<file path="src/rtl/sbe_pkg.sv">
package sbe_pkg;
   typedef enum logic [2:0] {
      OP_SEL_ON  = 3'd0,
      OP_SEND    = 3'd1,
      OP_TURN    = 3'd2,
      OP_RECV    = 3'd3,
      OP_CRC_CLR = 3'd4,
      OP_CRC_RD  = 3'd5,
      OP_SEL_OFF = 3'd6,
      OP_NOP     = 3'd7
   } sbe_op_e;
endpackage

</file>
<file path="src/rtl/sbe_clkdiv.sv">
module sbe_clkdiv #(
   parameter int DIV = 5
) (
   input  logic clk,
   input  logic rst_n,
   input  logic run,
   output logic sck,
   output logic rise_tick,
   output logic slot_end
);
   localparam int HIGH_T = DIV / 2;
   localparam int LOW_T  = DIV - HIGH_T;
   localparam int PH_W   = (DIV > 2) ? $clog2(DIV) : 1;

   logic [PH_W-1:0] ph;

   always_ff @(posedge clk or negedge rst_n) begin
      if (!rst_n) begin
         ph <= '0;
      end else if (!run || ph == PH_W'(DIV - 1)) begin
         ph <= '0;
      end else begin
         ph <= ph + 1'b1;
      end
   end

   assign sck       = run && (ph >= PH_W'(LOW_T));
   assign rise_tick = run && (ph == PH_W'(LOW_T - 1));
   assign slot_end  = run && (ph == PH_W'(DIV - 1));
endmodule

</file>
<file path="src/rtl/sbe_rx_crc.sv">
module sbe_rx_crc #(
   parameter int         W    = 8,
   parameter logic [W-1:0] POLY = 8'h07
) (
   input  logic         clk,
   input  logic         rst_n,
   input  logic         clr,
   input  logic         upd,
   input  logic [W-1:0] din,
   output logic [W-1:0] residue
);
   logic [W-1:0] stg [0:W];

   assign stg[0] = residue ^ din;

   for (genvar i = 0; i < W; i++) begin : g_stage
      assign stg[i+1] = stg[i][W-1] ? ((stg[i] << 1) ^ POLY) : (stg[i] << 1);
   end

   always_ff @(posedge clk or negedge rst_n) begin
      if (!rst_n) begin
         residue <= '0;
      end else if (clr) begin
         residue <= '0;
      end else if (upd) begin
         residue <= stg[W];
      end
   end
endmodule

</file>
<file path="src/rtl/sbus_byte_engine.sv">
module sbus_byte_engine
   import sbe_pkg::*;
#(
   parameter int           DIV      = 5,
   parameter int           W        = 8,
   parameter logic [W-1:0] CRC_POLY = 8'h07
) (
   input  logic         clk,
   input  logic         rst_n,
   input  logic         cmd_valid,
   output logic         cmd_ready,
   input  logic [2:0]   cmd_op,
   input  logic [W-1:0] cmd_arg,
   output logic         done,
   output logic [W-1:0] rx_data,
   output logic [W-1:0] crc_out,
   output logic         cs_n,
   output logic         sck,
   output logic         io_out,
   output logic         io_oe,
   input  logic         io_in
);
   localparam int CNT_W = W;

   if (DIV < 2) begin : g_div_chk
      $error("sbus_byte_engine: DIV must be at least 2");
   end
   if (W < 2) begin : g_w_chk
      $error("sbus_byte_engine: W must be at least 2");
   end

   logic             busy;
   sbe_op_e          cur_op;
   logic [CNT_W-1:0] slots_left;
   logic [W-1:0]     shreg;
   logic             cs_q, oe_q, dout_q, done_q;
   logic [W-1:0]     rx_q, crcout_q, residue;
   logic             rise_tick, slot_end, last_slot;
   logic             accept, crc_clr, crc_upd;

   assign accept    = cmd_valid && !busy;
   assign last_slot = slot_end && (slots_left == CNT_W'(1));
   assign crc_clr   = accept && (cmd_op == OP_CRC_CLR);
   assign crc_upd   = busy && last_slot && (cur_op == OP_RECV);

   sbe_clkdiv #(.DIV(DIV)) u_div (
      .clk       (clk),
      .rst_n     (rst_n),
      .run       (busy),
      .sck       (sck),
      .rise_tick (rise_tick),
      .slot_end  (slot_end)
   );

   sbe_rx_crc #(.W(W), .POLY(CRC_POLY)) u_crc (
      .clk     (clk),
      .rst_n   (rst_n),
      .clr     (crc_clr),
      .upd     (crc_upd),
      .din     (shreg),
      .residue (residue)
   );

   always_ff @(posedge clk or negedge rst_n) begin
      if (!rst_n) begin
         busy       <= 1'b0;
         cur_op     <= OP_NOP;
         slots_left <= '0;
         shreg      <= '0;
         cs_q       <= 1'b1;
         oe_q       <= 1'b0;
         dout_q     <= 1'b0;
         done_q     <= 1'b0;
         rx_q       <= '0;
         crcout_q   <= '0;
      end else begin
         done_q <= 1'b0;
         if (accept) begin
            case (cmd_op)
               OP_SEL_ON: begin
                  cs_q   <= 1'b0;
                  done_q <= 1'b1;
               end
               OP_SEL_OFF: begin
                  cs_q   <= 1'b1;
                  oe_q   <= 1'b0;
                  dout_q <= 1'b0;
                  done_q <= 1'b1;
               end
               OP_CRC_RD: begin
                  crcout_q <= residue;
                  done_q   <= 1'b1;
               end
               OP_SEND: begin
                  busy       <= 1'b1;
                  cur_op     <= OP_SEND;
                  slots_left <= CNT_W'(W);
                  shreg      <= cmd_arg;
                  oe_q       <= 1'b1;
                  dout_q     <= cmd_arg[W-1];
               end
               OP_TURN: begin
                  oe_q   <= 1'b0;
                  dout_q <= 1'b0;
                  if (cmd_arg == '0) begin
                     done_q <= 1'b1;
                  end else begin
                     busy       <= 1'b1;
                     cur_op     <= OP_TURN;
                     slots_left <= cmd_arg;
                  end
               end
               OP_RECV: begin
                  busy       <= 1'b1;
                  cur_op     <= OP_RECV;
                  slots_left <= CNT_W'(W);
                  shreg      <= '0;
                  oe_q       <= 1'b0;
                  dout_q     <= 1'b0;
               end
               default: done_q <= 1'b1;
            endcase
         end else if (busy) begin
            if (rise_tick && cur_op == OP_RECV) begin
               shreg <= {shreg[W-2:0], io_in};
            end
            if (last_slot) begin
               busy   <= 1'b0;
               done_q <= 1'b1;
               if (cur_op == OP_RECV) begin
                  rx_q <= shreg;
               end
            end else if (slot_end) begin
               slots_left <= slots_left - 1'b1;
               if (cur_op == OP_SEND) begin
                  shreg  <= shreg << 1;
                  dout_q <= shreg[W-2];
               end
            end
         end
      end
   end

   assign cmd_ready = !busy;
   assign done      = done_q;
   assign rx_data   = rx_q;
   assign crc_out   = crcout_q;
   assign cs_n      = cs_q;
   assign io_out    = dout_q;
   assign io_oe     = oe_q;
endmodule

</file>
<file path="config.mk">
export PLATFORM = sky130hd
export DESIGN_NAME = sbus_byte_engine
export DESIGN_NICKNAME = d
export VERILOG_FILES = /design/src/rtl/sbe_pkg.sv /design/src/rtl/sbe_clkdiv.sv /design/src/rtl/sbe_rx_crc.sv /design/src/rtl/sbus_byte_engine.sv
export SDC_FILE = /design/constraint.sdc
export NUM_CORES = 1
export LEC_CHECK = 0
export BUFFER_PORTS_ARGS = -buffer_cell sky130_fd_sc_hd__buf_2
export CORE_MARGIN = 5
export CORE_UTILIZATION = 23
export CTS_CLUSTER_DIAMETER = 60
export DETAILED_ROUTE_END_ITERATION = 8
export SETUP_SLACK_MARGIN = 0.2
export SLEW_MARGIN = 10
export SYNTH_ARGS = -nofsm -noshare
export SYNTH_HDL_FRONTEND = slang
export SYNTH_HIERARCHICAL = 1
export SYNTH_SLANG_ARGS = --single-unit
export TNS_END_PERCENT = 50
</file>
<file path="constraint.sdc">
create_clock -name clk -period 2.4 [get_ports clk]
set_clock_uncertainty 0.15 [all_clocks]
set_input_delay 0.48 -clock clk [delete_from_list [all_inputs] [get_ports clk]]
set_output_delay 0.48 -clock clk [all_outputs]
set_load 0.02 [all_outputs]
</file>
; ---- Word-level counts from Yosys, hierarchy flattened
; Cells that the tools add are included.
[classes]
n_addsub = 2
n_lt_le_gt_ge = 1
eq_ne = 17
n_mux = 44
n_bitwise = 10
reduce_logical = 31
[op_table]
columns = op, n
row1 = 2-to-1 mux 8 bit, 13
row2 = case mux 8 bit (2 select lines), 2
row3 = 2-to-1 mux 3 bit, 10
row4 = NOT 3 bit, 8
row5 = 2-to-1 mux 1 bit, 13
row6 = == test 3 x 2 -> 1 bit (second input constant), 4
row7 = == test 3 bit (second input constant), 4
row8 = nonzero test 2 bit, 6
row9 = case mux 1 bit (2 select lines), 5
row10 = AND reduction 2 bit, 5
row11 = AND reduction 5 bit, 2
row12 = logical AND 1 bit, 9
row13 = case mux 3 bit (3 select lines), 1
row14 = == test 8 x 1 -> 1 bit (second input constant), 1
row15 = logical NOT 8 bit, 1
row16 = subtractor 8 x 1 -> 8 bit (second input constant), 1
row17 = bitwise XOR 8 bit, 1
row18 = == test 3 x 1 -> 1 bit (second input constant), 2
row19 = != test 3 x 2 -> 1 bit (second input constant), 2
row20 = AND reduction 4 bit, 1
row21 = adder 3 x 1 -> 3 bit (second input constant), 1
row22 = greater-or-equal comparator 3 x 2 -> 1 bit (second input constant), 1
row23 = logical NOT 3 bit, 1
row24 = != test 3 x 1 -> 1 bit (second input constant), 1
row25 = 10 further kinds, 10
[word_totals]
register_bits = 51
in_bits = 15
out_inout_bits = 22

; ---- Longest topological paths before layout
; Gate-level depths: netlist of the first run.
[depth]
depth_word = 19
ltp_mapped = 8
mapped_depth_nobuf = 8

; ---- Cells and area by module
; Netlist of the first run, hierarchy kept.
[by_module_without_submodules]
columns = mod, instances, cells_each, area_per_inst_um2, seq_area_each_um2
row1 = sbus_byte_engine, 1, 188, 2123.3, 1006.0
row2 = sbe_rx_crc, 1, 57, 636.9, 200.2
row3 = sbe_clkdiv, 1, 19, 190.2, 75.1

; ---- Worst setup path after synthesis of the first run
; OpenSTA, ideal clock, no wires.
[synth_path]
kind = reg-to-reg
from = register busy
to = register u_crc.residue[4]
setup_time_ns = 0.127
arrival_time_ns = 1.925
path_slack_ns = 0.197
path_stages_with_launch = 9
path_buffers = 4
period_less_slack_ns = 2.203
cell_sequence = dfrtp_1 nand2b_1 clkbuf_1 buf_2 buf_1 nor4_1 clkbuf_1 nor2_1 mux2_1
[synth_via]
elab_cells_between_ends = 9
classes_between = mux: 1 / reduce/logical: 8
[synth_rtl]
columns = element, line
row1 = "start, declared", sbus_byte_engine.sv:32  ; logic busy;
row2 = "start signal, assigned", sbus_byte_engine.sv:66  ; busy <= 1'b0;
row3 = "start signal, assigned", sbus_byte_engine.sv:95  ; busy <= 1'b1;
row4 = "start signal, assigned", sbus_byte_engine.sv:108  ; busy <= 1'b1;
row5 = logical NOT 1 bit (*), sbus_byte_engine.sv:41  ; assign accept = cmd_valid && !busy;
row6 = logical AND 1 bit (*), sbus_byte_engine.sv:41
row7 = logical AND 1 bit (*), sbus_byte_engine.sv:43  ; assign crc_clr = accept && (cmd_op == OP_CRC_CLR);
row8 = via crc_clr, sbus_byte_engine.sv:39  ; logic accept, crc_clr, crc_upd;
row9 = 2-to-1 mux 8 bit or nonzero test 2 bit (tied branches), -
row10 = "end signal, assigned", sbe_rx_crc.sv:26  ; residue <= stg[W];
row11 = "end, declared", sbe_rx_crc.sv:10  ; output logic [W-1:0] residue
; Mark *: on every way through the listed nets, which the timed path passes. The rest lies on a longest branch.
; A chain may end at the register's enable or synchronous reset.

; ---- Worst setup path after layout of the first run
[layout_path]
from = register u_div.ph[0]
to = register rx_q[0], in the netlist rx_data[0]
[layout_via]
elab_chain_cells = 4
[layout_lines]
columns = element, line
row1 = "start, declared", sbe_clkdiv.sv:15  ; logic [PH_W-1:0] ph;
row2 = "start signal, assigned", sbe_clkdiv.sv:23  ; ph <= ph + 1'b1;
row3 = == test 3 bit, sbe_clkdiv.sv:29  ; assign slot_end = run && (ph == PH_W'(DIV - 1));
row4 = logical AND 1 bit, sbe_clkdiv.sv:29
row5 = via slot_end, sbus_byte_engine.sv:38  ; logic rise_tick, slot_end, last_slot;
row6 = logical AND 1 bit, sbus_byte_engine.sv:42  ; assign last_slot = slot_end && (slots_left == CNT_W'(1));
row7 = AND reduction 4 bit (no source line), -
row8 = "end signal, assigned", sbus_byte_engine.sv:131  ; rx_q <= shreg;
row9 = "end, declared", sbus_byte_engine.sv:37  ; logic [W-1:0] rx_q, crcout_q, residue;
; The timed path passes the listed nets, and every way through them passes these cells.

==> results of run 1 <==
[cells in the mapped netlist, drive strengths merged, types with 3 or more instances]
cell	n
a211oi	5
a21oi	14
a22o	6
a22oi	3
buf	6
clkbuf	5
dfrtp	47
dfstp	4
ha	6
inv	13
mux2	25
mux2i	4
nand2	8
nand2b	5
nor2	21
nor2b	7
nor3	5
nor4	8
o211ai	5
o21ai	6
o22ai	4
o2bb2ai	5
o31ai	4
or3	3
xnor2	15
xnor3	3
xor3	3
[registers in the layout, indices dropped and copies added (netlist names), 3 cells and up]
register	cells
crc_out	8
rx_data	8
u_div/ph	3
cur_op	3
slots_left	8
u_crc/residue	8
shreg	8
[per-layer routing]
metal  part of all wire, %  wire (um)  track usage [%]
met5                     0          0                0
met1                    49       3546            13.54
met4                   1.5        108            3.114
met3                   4.0        285            2.196
met2                    45       3260            15.09
[report_power, final]
group	total, mW	internal [mW]	switching, mW
Clock	0.743	0.417	0.325
Sequential	1.44	1.13	0.310
Combinational	1.93	1.05	0.878
[critical path, cell delays in order, from the launching register on]
cell and delay [ns]:
dfrtp_1 0.41, inv_1 0.09, ha_1 0.17, and3_2 0.24
nand2_1 0.14, or3_4 0.49, mux2_4 0.32
[path summary, 6_finish.rpt]
| check | startpoint | end | slack, ns |
|---|---|---|---|
| min in group clk | u_div/ph[0] | u_div/ph[0] | 0.34 |
| max in group asynchronous | rst_n | shreg[2] | 1.44 |
| hold / removal | rst_n | u_div/ph[1] | 0.03 |
| setup / recovery | u_div/ph[0] | rx_data[0] | 0.27 |
| hold reg to reg | u_div/ph[0] | u_div/ph[0] | 0.34 |
| setup reg to reg | u_div/ph[0] | rx_data[0] | 0.27 |
[final cells by class]
cell class / count / share of cell area (%)
multi-input combinational: 189 / 44.54
sequential: 51 / 35.52
timing repair buffer: 52 / 8.325
tap: 172 / 5.966
clock buffer: 6 / 3.850
inverter: 13 / 1.353
clock inverter: 2 / 0.4509
[stage by stage]
stage	util, %	instance area [um2]	total power [mW]	cells
2_1_floorplan	-	2952	2.864	264
3_3_place_gp	26.92	3397	3.302	475
3_5_place_dp	26.92	3397	3.333	475
4_1_cts	28.19	3557	4.099	483
5_1_grt	28.58	3607	4.371	485
6_report	28.58	3607	4.108	485
[cell families (layout without fill, tap and decap cells)]
group                      Yosys count  after routing  share of synthesized area (%)
and+or+nand+nor                     69             69                          13.44
AOI/OAI and AO/OA                   64             64                          15.78
DFF                                 51             51                          43.43
muxes                               29             29                          11.92
buffers and inverters               24             73                          3.478
xor gates and xnor gates            21             21                          9.415
adders and majority gates            6              6                          2.544
[what timing repair did]
action | CTS | global route
pin swaps | 0 | 2
setup buffers | 0 | 2
resized for setup | 1 | 8
setup endpoints to repair | 13 | 27
==> summary.md, run 1 <==
| Metric | Value |
|---|---|
| Status | `finished clean` |
| Clock-pin slew on the worst setup and hold paths | `0.07 ns` |
| Net Count, Synth | `285` |
| Worst Max-Slew Pin Slew | `0.5731 ns` |
| TritonCTS clock tree | `built` |
| Critical path type | `flip-flop to flip-flop` |
| # DRC | `0` |
| Vias in the first global route | `roughly 2200` |
| Pwr per Cell Area | `1139 nW/um2` |
| # Max-Cap Violations | `0` |
| Sequential fraction of the synthesis area | `about 43%` |
| Initial Util | `about a quarter` |
| RSZ-0062 raised after global routing | `yes` |
| Die H | `about 120 um` |
| Post-DP HPWL | `~5500 um` |
| CTS Sinks | `51` |
| Growth of design area from synthesis to finish | `22.26%` |
| Yosys reg bits | `51` |
| Sequential Area | `1281 um2` |
| Worst slack at placement | `0.1050 ns` |
| Detail Route Antenna Nets | `0` |
| Antenna Cells | `0` |
| Leak | `around 1.6 nW` |
| CTS Buf Count | `5` |
| Total Wirelength | `7200 um` |
| Slew HR | `just over 60%` |
| Fraction of layout cells with a size suffix above 1 | `34.50%` |
| Final #Nets | `333` |
| Routed WL per cell | `14.85 um` |
| Gp weighted congestion | `0.8496` |
| Primary FF master, synth | `dfrtp_1` |
| H-tree depth | `2` |
| Top cells by area, synth | `dfrtp_1 (40%), mux2_2 (5.7%), xnor2_1 (4.2%), mux2_4 (4.1%), dfstp_2 (3.6%)` |
| First-pass GRT wire length | `between 10000 and 15000 um` |
| Biggest fanout along the worst timing path | `8` |
| Required time of the critical path | `2.42 ns` |
| Post-synth top area cell | `dfrtp_1` |
| Commonest non-fill, non-tap cells in the layout | `dfrtp_1 (47), buf_2 (36), nor2_1 (21)` |
| Initial antenna violation count | `0` |
| Max-slew violations | `0` |
| Critical path launch point type | `flip-flop` |
| Die area | `15190 um2` |
| Crit path DAT | `roughly 2.2 ns` |
| Die W | `between 100 and 150 um` |
| Fmax achieved | `0.4699 GHz` |
| Top cell type's share of synthesized area | `between 30% and 40%` |
| Setup TNS | `0 ns` |
| Tcrit/Tclk final | `between 80% and 90%` |
| Yosys warns | `6` |
| Minimum clock period | `2.128 ns` |
| Hold buffers post-CTS | `0` |
| Crit. End Element | `flip-flop` |
| Fill cells | `1354` |
| DR iter-0 viols | `86` |
| Vias/cell | `4.501` |
| Syn_area_per_cell | `11.18 um2` |
| Post-route setup slack | `0.2721 ns` |
| Total congestion overflow | `0` |
| Detailed-route via count | `2183` |
| Multi-input logic area | `roughly 1600 um2` |
| Synth unique cells | `57` |
| Post-synthesis cell count | `~260` |
| I/O pins | `37` |
| Synthesized cell area | `2950 um2` |
| Std-Cell Rows | `41` |
| Clock root buffer | `clkbuf_16` |
| Type of the most critical hold path | `input pin to async pin` |
| Fin Hold WS | `0.03344 ns` |
| Most common cell after layout, fill and taps aside | `dfrtp_1` |
| Port bufs | `36` |
| CTS max path bufs | `2` |
| Total GRT Usage | `9.753%` |
| Pin count of the biggest net entering global routing | `26` |
| R2R depth | `6` |
| Clk Latency, worst-skew pair | `between 0.2 and 0.3 ns` |
| Synth async-reset ratio | `100.0%` |
| Max VDD drop | `about 380 uV` |
| Post-synth EDFFs | `0` |
| CORE AREA | `12620 um2` |
| Fin. Hold Viols | `0` |
| 1st-pass router iterations | `6` |
| # setup viols final | `0` |
(Power assumes the default switching activity.)
==> run 2: changes to the inputs <==
--- a/config.mk
+++ b/config.mk
@@ -5,6 +5,7 @@
 export SDC_FILE = /design/constraint.sdc
 export NUM_CORES = 1
 export LEC_CHECK = 0
+export ABC_AREA = 1
 export BUFFER_PORTS_ARGS = -buffer_cell sky130_fd_sc_hd__buf_2
 export CORE_MARGIN = 5
 export CORE_UTILIZATION = 23
@@ -14,6 +15,5 @@
 export SLEW_MARGIN = 10
 export SYNTH_ARGS = -nofsm -noshare
 export SYNTH_HDL_FRONTEND = slang
-export SYNTH_HIERARCHICAL = 1
 export SYNTH_SLANG_ARGS = --single-unit
 export TNS_END_PERCENT = 50
==> summary.md, run 2 <==
| Metric | Value |
|---|---|
| Routed WL per cell | `12.04 um` |
| Bufs and invs on worst path | `1` |
| Commonest non-fill, non-tap cells in the layout | `nand2_1 (102), dfrtp_1 (47), inv_1 (46)` |
| Fraction of layout cells with a size suffix above 1 | `26.28%` |
| Multiplexer area fraction after synthesis | `1.465%` |
| Clock root buffer | `clkbuf_16` |
| CORE AREA | `approximately 13000 um2` |
| # DRC | `0` |
| Primary FF master, synth | `dfrtp_1` |
| Top-count cell post-synth | `nand2_1` |
| Setup Fix Bufs, Post-CTS | `0` |
| Top cells by area, synth | `dfrtp_1 (38%), nand2_1 (12%), inv_1 (5.6%), nand3_1 (4.1%), dfstp_2 (3.4%)` |
| Clock-pin slew on the worst setup and hold paths | `0.07 ns` |
| Slew HR | `69.09%` |
| Die H | `between 100 and 150 um` |
| TritonCTS clock tree | `built` |
| Total congestion overflow | `0` |
| CTS Buf Count | `5` |
| Fin. Hold Viols | `0` |
| I/O pins | `37` |
| Port bufs | `36` |
| Status | `finished clean` |
| Gp weighted congestion | `between 0.7 and 0.8` |
| Syn_area_per_cell | `around 7.9 um2` |
| Total GRT Usage | `9.877%` |
| Vias in the first global route | `2622` |
| Setup TNS | `0 ns` |
| Yosys warns | `0` |
| Critical path's largest stage delay | `0.41 ns` |
| Initial Util | `23.32%` |
| Post-synth EDFFs | `0` |
| CTS max path bufs | `2` |
| Most common cell after layout, fill and taps aside | `nand2_1` |
| Max VDD drop | `around 620 uV` |
| Crit path DAT | `1.41 ns` |
| Growth of design area from synthesis to finish | `17.90%` |
| CTS Sinks | `51` |
| Biggest fanout along the worst timing path | `4` |
| Synth Area in Adders | `2.441%` |
| Hold buffers post-CTS | `0` |
| Slowest-stage cell, CP | `dfrtp_1` |
| Worst Max-Slew Pin Slew | `0.4603 ns` |
| Max-slew violations | `0` |
| Detail Route Antenna Nets | `0` |
| Sequential fraction of the synthesis area | `41.66%` |
| Post-CTS resize count | `0` |
| Critical path launch point type | `flip-flop` |
| Flop2flop setup slack | `0.54 ns` |
| Yosys reg bits | `51` |
| Crit. End Element | `output port` |
| First-pass GRT wire length | `12690 um` |
| Fin Hold WS | `0.01583 ns` |
| Net Count, Synth | `around 410` |
| Cell family with most CP delay | `flip-flops` |
| Tcrit/Tclk final | `between 80% and 90%` |
| Pin count of the biggest net entering global routing | `between 50 and 60` |
| Clk Latency, worst-skew pair | `0.30 ns` |
| Critical path type | `flip-flop to output port` |
| # setup viols final | `0` |
| Top cell type's share of synthesized area | `38.24%` |
| Post-synthesis cell count | `between 300 and 400` |
| Post-synth top area cell | `dfrtp_1` |
| Detailed-route via count | `2537` |
| Type of the most critical hold path | `input pin to async pin` |
| R2R depth | `11` |
| Fill cells | `1412` |
| RSZ-0062 raised after global routing | `no` |
| # Max-Cap Violations | `0` |
| FF-to-FF End | `u_crc.residue[0]` |
| Required time of the critical path | `1.77 ns` |
| Die area | `15780 um2` |
| Synth Area in Simple Gates | `just under 30%` |
| Antenna Cells | `0` |
| Synth async-reset ratio | `100.0%` |
| Fmax achieved | `0.4898 GHz` |
| Final #Nets | `450` |
| Total Wirelength | `7295 um` |
| H-tree depth | `2` |
| CP cell instances | `ha_1 -> ha_1 -> nor2_1 -> a21oi_1 -> buf_2` |
| Compound-Gate Fraction of Synth Area | `12.41%` |
| Post-DP HPWL | `5786 um` |
| DR iter-0 viols | `171` |
| Critical Path Most Common Cell | `ha_1` |
| Pwr per Cell Area | `between 1000 and 1500 nW/um2` |
| Synthesized cell area | `3075 um2` |
| Commonest cells post-synth | `nand2_1 (102), dfrtp_1 (47), inv_1 (46)` |
| Fin cells | `606` |
| Die W | `approximately 130 um` |
| Initial antenna violation count | `0` |
| Largest family of logic cells by synthesized area | `simple AND/OR/NAND/NOR gates` |
| 1st-pass router iterations | `4` |
| Minimum clock period | `about 2 ns` |
| Post-Synth XOR/XNOR Area | `3.702%` |
| Placed cell count | `598` |
| Leak | `1.871 nW` |
| Worst R2R Start | `u_div.ph[0]` |
| Std-Cell Rows | `42` |
| Synth unique cells | `35` |
| Vias/cell | `4.186` |
-- run 2: cell types whose count changed after synthesis, sizes merged, moves of 8 or more --
cell	delta
inv	+42
mux2	-21
nand2	+113
nand3	+26
nor2	+18
nor4	-8
o21ai	+26
xnor2	-8
-- run 2: cells by family after synthesis --
| kind of cell | count (synthesis) |
|---|---|
| xor gates and xnor gates | 13 |
| buffers and inverters | 61 |
| DFF | 51 |
| muxes | 4 |
| adders and majority gates | 6 |
| AOI/OAI and AO/OA | 61 |
| and+or+nand+nor | 192 |
-- run 2: cell type report --
class,count,area (um2),share of cell area (%)
Clock inverter,3,43.79,1.208
Clock buffer,5,125.1,3.451
Sequential cell,51,1281,35.33
Inverter,55,206.4,5.694
Multi-Input combinational cell,276,1526,42.10
Tap cell,176,220.2,6.073
Timing Repair Buffer,40,222.7,6.142
-- run 2: how the worst max path moves through the flow --
stage | startpoint | endpoint | slack (ns) | depth (start not counted)
2_1_floorplan | cmd_valid | crc_out[4] | 0.74 | 6
3_3_place_gp | cmd_op[1] | slots_left[7] | 0.52 | 12
3_5_place_dp | cmd_op[1] | slots_left[7] | 0.52 | 12
4_1_cts | u_div.ph[0] | sck | 0.33 | 5
5_1_grt | u_div.ph[0] | sck | 0.27 | 5
6_report | u_div.ph[0] | sck | 0.36 | 5
-- run 2: where the power goes --
group	total, mW	switching [mW]	leakage (nW)	internal [mW]
clock network	0.825	0.333	0.0838	0.492
registers	1.55	0.318	0.614	1.24
logic	2.42	1.53	1.17	0.888
-- run 2: metrics by stage --
stage                     total power [mW]  util [%]  instance area (um2)  setup slack [ns]
after global placement               3.923     26.21                 3457            0.5183
after floorplan                      3.434         -                 3075            0.7446
after CTS                            4.856     27.49                 3626            0.3348
after detailed placement             4.002     26.21                 3457            0.5176
final                                4.798     27.49                 3626            0.3584
after global routing                 5.293     27.49                 3626            0.2680
-- run 2: per-layer routing --
layer / vias up / GRT usage [%] / wire length (um)
li1: 1313 / - / -
met1: 1178 / 13.25 / 3511
met2: 38 / 15.67 / 3412
met3: 8 / 2.286 / 270
met4: 0 / 3.444 / 102
met5: - / 0 / 0
